<file path="src/rtl/hsr_pkg.sv">
package hsr_pkg;
  typedef enum logic [1:0] {
    FMT_NONE = 2'd0,
    FMT_SD   = 2'd1,
    FMT_ED   = 2'd2,
    FMT_HD   = 2'd3
  } fmt_e;

  // Sync shape first, then line period against the two thresholds.
  function automatic fmt_e classify(input int per, input logic tri_l,
                                    input int sd_min, input int ed_min);
    if (tri_l) return FMT_HD;
    if (per >= sd_min) return FMT_SD;
    if (per >= ed_min) return FMT_ED;
    return FMT_NONE;
  endfunction
endpackage

</file>
<file path="src/rtl/hsr_line_meter.sv">
module hsr_line_meter #(
  parameter int CW      = 14,
  parameter int TRI_WIN = 32
) (
  input  logic          clk,
  input  logic          rst,
  input  logic          sync_lo,
  input  logic          sync_hi,
  input  logic          locked,
  input  logic [CW-1:0] gate,
  output logic [CW-1:0] cnt,
  output logic [CW-1:0] meas,
  output logic          acc,
  output logic          lo_fall,
  output logic          line_tri
);
  localparam int TWW = $clog2(TRI_WIN + 1);
  localparam logic [CW-1:0] CNT_MAX = '1;

  logic lo_q, lo_qq, hi_q, tri_seen, lo_rise;
  logic [TWW-1:0] tw;

  assign lo_rise  = lo_q & ~lo_qq;
  assign lo_fall  = ~lo_q & lo_qq;
  // Edges too close to the previous accepted one are serrations.
  assign acc      = lo_rise && !(locked && cnt < gate);
  assign meas     = (cnt == CNT_MAX) ? cnt : cnt + 1'b1;
  assign line_tri = tri_seen;

  always_ff @(posedge clk) begin
    if (rst) begin
      lo_q <= 1'b0; lo_qq <= 1'b0; hi_q <= 1'b0;
      cnt <= '0; tw <= '0; tri_seen <= 1'b0;
    end else begin
      lo_q  <= sync_lo;
      lo_qq <= lo_q;
      hi_q  <= sync_hi;
      if (acc) cnt <= '0;
      else if (cnt != CNT_MAX) cnt <= cnt + 1'b1;
      if (lo_fall) tw <= TWW'(TRI_WIN);
      else if (tw != 0) tw <= tw - 1'b1;
      if (acc) tri_seen <= 1'b0;
      else if (hi_q && tw != 0) tri_seen <= 1'b1;
    end
  end

  // an accepted edge always comes from a sync_lo that was high
  a_r1_edge_from_input: assert property (@(posedge clk) disable iff (rst)
    acc |-> $past(sync_lo));
endmodule

</file>
<file path="src/rtl/hsr_classifier.sv">
module hsr_classifier
  import hsr_pkg::*;
#(
  parameter int CW     = 14,
  parameter int LOCK_N = 8,
  parameter int SD_MIN = 1400,
  parameter int ED_MIN = 700
) (
  input  logic          clk,
  input  logic          rst,
  input  logic          acc,
  input  logic [CW-1:0] meas,
  input  logic          line_tri,
  input  logic [CW-1:0] cnt,
  output logic          locked,
  output fmt_e          cls,
  output logic [CW-1:0] gate
);
  localparam int SW = (LOCK_N > 2) ? $clog2(LOCK_N) : 1;

  logic [CW-1:0] ref_per, lock_per, diff;
  logic [CW+5:0] diff_x50;
  logic [CW:0]   dbl;
  logic          ref_tri, agree, timeout;
  logic [SW-1:0] streak;

  always_comb begin
    diff     = (meas > ref_per) ? meas - ref_per : ref_per - meas;
    diff_x50 = {6'd0, diff} * (CW+6)'(50);
    agree    = (ref_per != 0) && (line_tri == ref_tri) &&
               (diff_x50 <= (CW+6)'(ref_per));
    timeout  = locked && ({2'b00, cnt} >= {lock_per, 2'b00});
    dbl      = {meas, 1'b0};
  end

  always_ff @(posedge clk) begin
    if (rst) begin
      locked <= 1'b0; cls <= FMT_NONE; gate <= '0; lock_per <= '0;
      ref_per <= '0; ref_tri <= 1'b0; streak <= '0;
    end else if (timeout) begin
      locked <= 1'b0; cls <= FMT_NONE; ref_per <= '0; streak <= '0;
    end else if (acc) begin
      if (!agree) begin
        ref_per <= meas;
        ref_tri <= line_tri;
        streak  <= '0;
      end else if (streak == SW'(LOCK_N - 2)) begin
        locked   <= 1'b1;
        cls      <= classify(int'(meas), line_tri, SD_MIN, ED_MIN);
        lock_per <= meas;
        gate     <= CW'(dbl / (CW+1)'(5));
      end else begin
        streak <= streak + 1'b1;
      end
    end
  end

  // a commit only ever happens on an accepted edge
  a_r5_lock_on_edge: assert property (@(posedge clk) disable iff (rst)
    $rose(locked) |-> $past(acc));
  // a locked block that sees no edge for four periods lets go
  a_r7_timeout_drop: assert property (@(posedge clk) disable iff (rst)
    (locked && ({2'b00, cnt} >= {lock_per, 2'b00})) |=> !locked);
endmodule

</file>
<file path="src/rtl/hsr_pulse_gen.sv">
module hsr_pulse_gen
  import hsr_pkg::*;
#(
  parameter int W_SD  = 68,
  parameter int W_ED  = 62,
  parameter int W_HD  = 14,
  parameter int W_UNK = 40
) (
  input  logic clk,
  input  logic rst,
  input  logic acc,
  input  logic lo_fall,
  input  logic locked,
  input  fmt_e cls,
  output logic hsync_n
);
  localparam int WA   = (W_SD > W_ED) ? W_SD : W_ED;
  localparam int WB   = (W_HD > W_UNK) ? W_HD : W_UNK;
  localparam int WMAX = (WA > WB) ? WA : WB;
  localparam int WW   = $clog2(WMAX + 1);

  logic [WW-1:0] hcnt, wsel;
  logic armed, start;

  always_comb begin
    case (cls)
      FMT_SD:  wsel = WW'(W_SD);
      FMT_ED:  wsel = WW'(W_ED);
      FMT_HD:  wsel = WW'(W_HD);
      default: wsel = WW'(W_UNK);
    endcase
    // Bi-level: leading edge. Tri-level: end of the negative half.
    start = locked && (((cls != FMT_HD) && acc) ||
                       ((cls == FMT_HD) && lo_fall && armed));
  end

  always_ff @(posedge clk) begin
    if (rst || !locked) begin
      hcnt <= '0; hsync_n <= 1'b1; armed <= 1'b0;
    end else begin
      if (acc) armed <= 1'b1;
      else if (lo_fall) armed <= 1'b0;
      if (start) begin
        hcnt <= wsel - WW'(1); hsync_n <= 1'b0;
      end else if (hcnt != 0) begin
        hcnt <= hcnt - 1'b1; hsync_n <= 1'b0;
      end else begin
        hsync_n <= 1'b1;
      end
    end
  end

  // no pulse begins unless a class was committed
  a_r5_fall_needs_lock: assert property (@(posedge clk) disable iff (rst)
    $fell(hsync_n) |-> $past(locked));
endmodule

</file>
<file path="src/rtl/hsync_regen.sv">
module hsync_regen
  import hsr_pkg::*;
#(
  parameter int PER_W   = 12,
  parameter int LOCK_N  = 8,
  parameter int SD_MIN  = 1400,
  parameter int ED_MIN  = 700,
  parameter int TRI_WIN = 32,
  parameter int W_SD    = 68,
  parameter int W_ED    = 62,
  parameter int W_HD    = 14,
  parameter int W_UNK   = 40
) (
  input  logic       clk,
  input  logic       rst,
  input  logic       sync_lo,
  input  logic       sync_hi,
  output logic       hsync_n,
  output logic       hd_n,
  output logic [1:0] fmt
);
  localparam int CW = PER_W + 2;

  logic [CW-1:0] cnt, meas, gate;
  logic acc, lo_fall, line_tri, locked;
  fmt_e cls, fmt_q;

  hsr_line_meter #(.CW(CW), .TRI_WIN(TRI_WIN)) u_meter (
    .clk(clk), .rst(rst), .sync_lo(sync_lo), .sync_hi(sync_hi),
    .locked(locked), .gate(gate), .cnt(cnt), .meas(meas),
    .acc(acc), .lo_fall(lo_fall), .line_tri(line_tri));

  hsr_classifier #(.CW(CW), .LOCK_N(LOCK_N), .SD_MIN(SD_MIN),
                   .ED_MIN(ED_MIN)) u_class (
    .clk(clk), .rst(rst), .acc(acc), .meas(meas), .line_tri(line_tri),
    .cnt(cnt), .locked(locked), .cls(cls), .gate(gate));

  hsr_pulse_gen #(.W_SD(W_SD), .W_ED(W_ED), .W_HD(W_HD),
                  .W_UNK(W_UNK)) u_pulse (
    .clk(clk), .rst(rst), .acc(acc), .lo_fall(lo_fall),
    .locked(locked), .cls(cls), .hsync_n(hsync_n));

  always_ff @(posedge clk) begin
    if (rst) begin
      fmt_q <= FMT_NONE; hd_n <= 1'b1;
    end else begin
      fmt_q <= locked ? cls : FMT_NONE;
      hd_n  <= !(locked && cls == FMT_HD);
    end
  end
  assign fmt = fmt_q;

  // the flag only drops alongside an HD class report
  a_r4_flag_means_hd: assert property (@(posedge clk) disable iff (rst)
    !hd_n |-> (fmt == 2'(FMT_HD)));
endmodule

</file>
<file path="config.mk">
export PLATFORM = sky130hd
export DESIGN_NAME = hsync_regen
export DESIGN_NICKNAME = d
export VERILOG_FILES = /design/src/rtl/hsr_pkg.sv /design/src/rtl/hsr_line_meter.sv /design/src/rtl/hsr_classifier.sv /design/src/rtl/hsr_pulse_gen.sv /design/src/rtl/hsync_regen.sv
export SDC_FILE = /design/constraint.sdc
export NUM_CORES = 1
export LEC_CHECK = 0
export BUFFER_PORTS_ARGS = -buffer_cell sky130_fd_sc_hd__buf_2
export CAP_MARGIN = 30
export CORE_ASPECT_RATIO = 1.4
export CORE_UTILIZATION = 30
export CTS_BUF_LIST = sky130_fd_sc_hd__clkbuf_4 sky130_fd_sc_hd__clkbuf_8
export CTS_CLUSTER_SIZE = 14
export DETAILED_ROUTE_END_ITERATION = 8
export MAX_ROUTING_LAYER = met4
export PLACE_DENSITY = 0.45
export SKIP_LAST_GASP = 1
export SYNTH_ARGS = -nofsm -noshare
export SYNTH_HDL_FRONTEND = slang
export SYNTH_SLANG_ARGS = --single-unit
export TNS_END_PERCENT = 50
</file>
<file path="constraint.sdc">
create_clock -name clk -period 13.65 [get_ports clk]
set_input_delay 1.365 -clock clk [delete_from_list [all_inputs] [get_ports clk]]
set_output_delay 1.365 -clock clk [all_outputs]
set_load 0.02 [all_outputs]
</file>
==> results.md <==
- WL final: 25.5 mm
- Arrival @ worst endpoint: 11430 ps
- Ports: 8
- CP Launch Type: register
- Num CTS Buffers: 9
- End of the critical path: u_class.gate[0]
- Routability cong.: slightly below 0.9
- CTS tree: built
- Mapped Cells: between 1000 and 1500
- EDFF count, synth: 0
- Bufs and invs on worst path: 5
- Syn avg cell area: 7.81 µm²
- Rel. slew slack: roughly 31%
- Vias per cell: 5.32
- Worst slack, placed: about 2500 ps
- Setup TNS: 0 ps
- Leakage: 3.86 nW
- Crit-path leading delay family: compound AO/OA/AOI/OAI gates
- Yosys top cell by area: dfxtp_1
- Synth Warn #: 0
- PD cells: 294 mW/mm²
- Mapped Area: approximately 0.0088 mm²
- Most common cell after layout, fill and taps aside: ha_1
- Failing checks: design-rule violations
- Largest net degree at the start of global routing: 51
- Met2 Wirelength: 12.8 mm
- R2R depth: approximately 50
- Post-DP HPWL: 19.7 mm
- WL met3: just over 700 µm
- ANT cells: 0
- Worst path slowest cell: nor4b_1
- Clock Sink Count: 84
- CP max stage delay: 740 ps
- FMAX: slightly below 0.09 GHz
- Levels on crit path: between 50 and 60
- H-tree Lvls: 3
- Worst Slack Setup Final: 2480 ps
- CP Launch Point: u_meter.cnt[11]
- Most frequent cells in the layout: ha_1, nor2_1, inv_1, a21oi_1, dfxtp_1
- Largest cells by area after synthesis: dfxtp_1, ha_1, nor2_1
- Measured slew at the worst slew-check pin: 1020 ps
- # setup viols final: 0
- Post-CTS Setup Bufs: 0
- Final hold vios: 0
- Status: complete, but fails checks
- Layout cell share with drive strength beyond 1: 8.19%
- Drt wl/cell: 17.0 µm
- # resized after CTS: 0
- Top-area cell type share of the netlist area: about a fifth
- Most frequent CP cell: a21oi_1
- Max FO, Critical Path: 50
- Worst-path clk slew: 90 ps
- M1 wire length: approximately 11 mm
- PortBufs: 7
- Root Buffer: clkbuf_8
- Tcrit/Tclk final: 81.8%
- Crit end category: register
- Tot Pwr: 2.79 mW
- RSZ-0062 raised after global routing: no
- WP data required: 13910 ps
- Final nets: 1254
- Hold Buf Count CTS: 0
- Synth unique cells: 95
- Post-Syn Nets: 1269
- Via Count: 7992
- Max layer used: met4
- Die area: between 0.03 and 0.04 mm²
- Layout area overhead: 7.12%
- Initial antenna violation count: 0
- Hold crit path type: reg2reg
- Overflow after GRT: 0
- Ys flop type: dfxtp_1
- First-pass GRT wire length: 41.4 mm
- Slew Limit Fails: 0
- Post-synth ARST share: 0%
- FF-to-FF Start: u_meter.cnt[11]
- CP Class: reg2reg
- Aggregate global-route resource usage: between 15 and 20%
- DRT iter0 DRCs: 376
- Final min period: around 11000 ps
- Drt first pass iters: 7
- Core Region: 0.0291 mm²
- Final Skew: approximately 11 ps
- Max-cap violations: 0
- Maximum clock insertion buffer count: 2
- Die Ht: 205 µm
- Sequential-to-total area share from yosys stat: about a fifth
- Worst vdd ir: 0.295 mV
- DIE WIDTH: 147 µm
- Effective utilization at floorplan: 30.4%
- Vias in the first global route: 7805
- Antenna viol nets, final: 0
- Reg-to-Reg End: u_class.gate[0]
- Later-pin clock latency in the skew report: 390 ps
- Final core occ: between 30% and 40%
- Number of cell rows: 74
- Number of synthesized register bits: 84
- Remaining DRCs: 1
- Flop-to-flop setup slack: 2480 ps
## power breakdown
| part | internal, mW | leakage (nW) | switching, mW | total, mW |
|---|---|---|---|---|
| sequential | 0.257 | 0.680 | 0.0122 | 0.269 |
| clock | 0.0920 | 0.0994 | 0.104 | 0.196 |
| combinational | 1.05 | 3.09 | 1.27 | 2.32 |
| total | 1.40 | 3.86 | 1.38 | 2.79 |
## cells by family (layout without fill, tap and decap cells)
family | Yosys count | after routing | share of synthesized area [%]
mux | 26 | 26 | 3.07
flops | 84 | 84 | 19.0
fa+ha+maj | 134 | 134 | 19.8
buf+inv | 162 | 152 | 7.23
simple gates | 345 | 345 | 19.7
compound gates | 340 | 340 | 26.8
xor+xnor | 42 | 42 | 4.37
## sequential cells by signal, summed over array words and instances, names as in the netlist, 2 cells and up
name,count
u_class.lock_per,14
u_class.ref_per,14
u_meter.cnt,14
u_class.gate,13
u_pulse.hcnt,7
u_meter.tw,6
u_class.streak,3
fmt,2
u_class.cls,2
## worst min path at each step
stage | cells after the start | endpoint | startpoint | slack (ps)
finish | 1 | hd_n | u_class.cls[0] | 430
detailed placement | 1 | hd_n | u_class.cls[0] | 420
global route | 1 | hd_n | u_class.cls[0] | 460
floorplan | 1 | hd_n | u_class.cls[0] | 370
CTS | 1 | hd_n | u_class.cls[0] | 430
global placement | 1 | hd_n | u_class.cls[0] | 420
## area by class of cell
type,count,area (µm²)
tap,380,475
inverter,113,424
fill,3118,19600
clock buffer,11,145
timing repair buffer,23,163
multi-input combinational,887,6530
clock inverter,5,58.8
sequential,84,1680
## metal layers
layer | vias up | global-route usage, %
met1 | 3730 | 20.6
met4 | 0 | 8.43
met3 | 44 | 1.47
li1 | 4056 | -
met2 | 162 | 30.9
met5 | - | -
## synth_stat cells (25+ instances only)
master,n
ha_1,121
nand2_1,58
o21ai_0,50
dfxtp_1,84
a21oi_1,87
inv_1,103
a211oi_1,27
nor3_1,25
a21o_1,44
nor2_1,121
clkbuf_1,35
xnor2_1,30
## worst reg2reg max path: cells and delay by family (launching register included)
family | cells | cell delay, ps
compound gates | 21 | 3340
xor+xnor | 3 | 610
fa+ha+maj | 6 | 1980
buf+inv | 5 | 970
flops | 1 | 720
mux | 1 | 230
simple gates | 15 | 3170
## metrics by stage
| stage | instance area (µm²) | hold WS, ps | cells |
|---|---|---|---|
| after floorplan | 8840 | 371 | 1133 |
| after global placement | 9260 | 421 | 1486 |
| after detailed placement | 9270 | 419 | 1487 |
| after CTS | 9470 | 430 | 1503 |
| after global routing | 9470 | 461 | 1503 |
| final | 9470 | 433 | 1503 |
No activity file was read; power rests on OpenSTA's default activity.
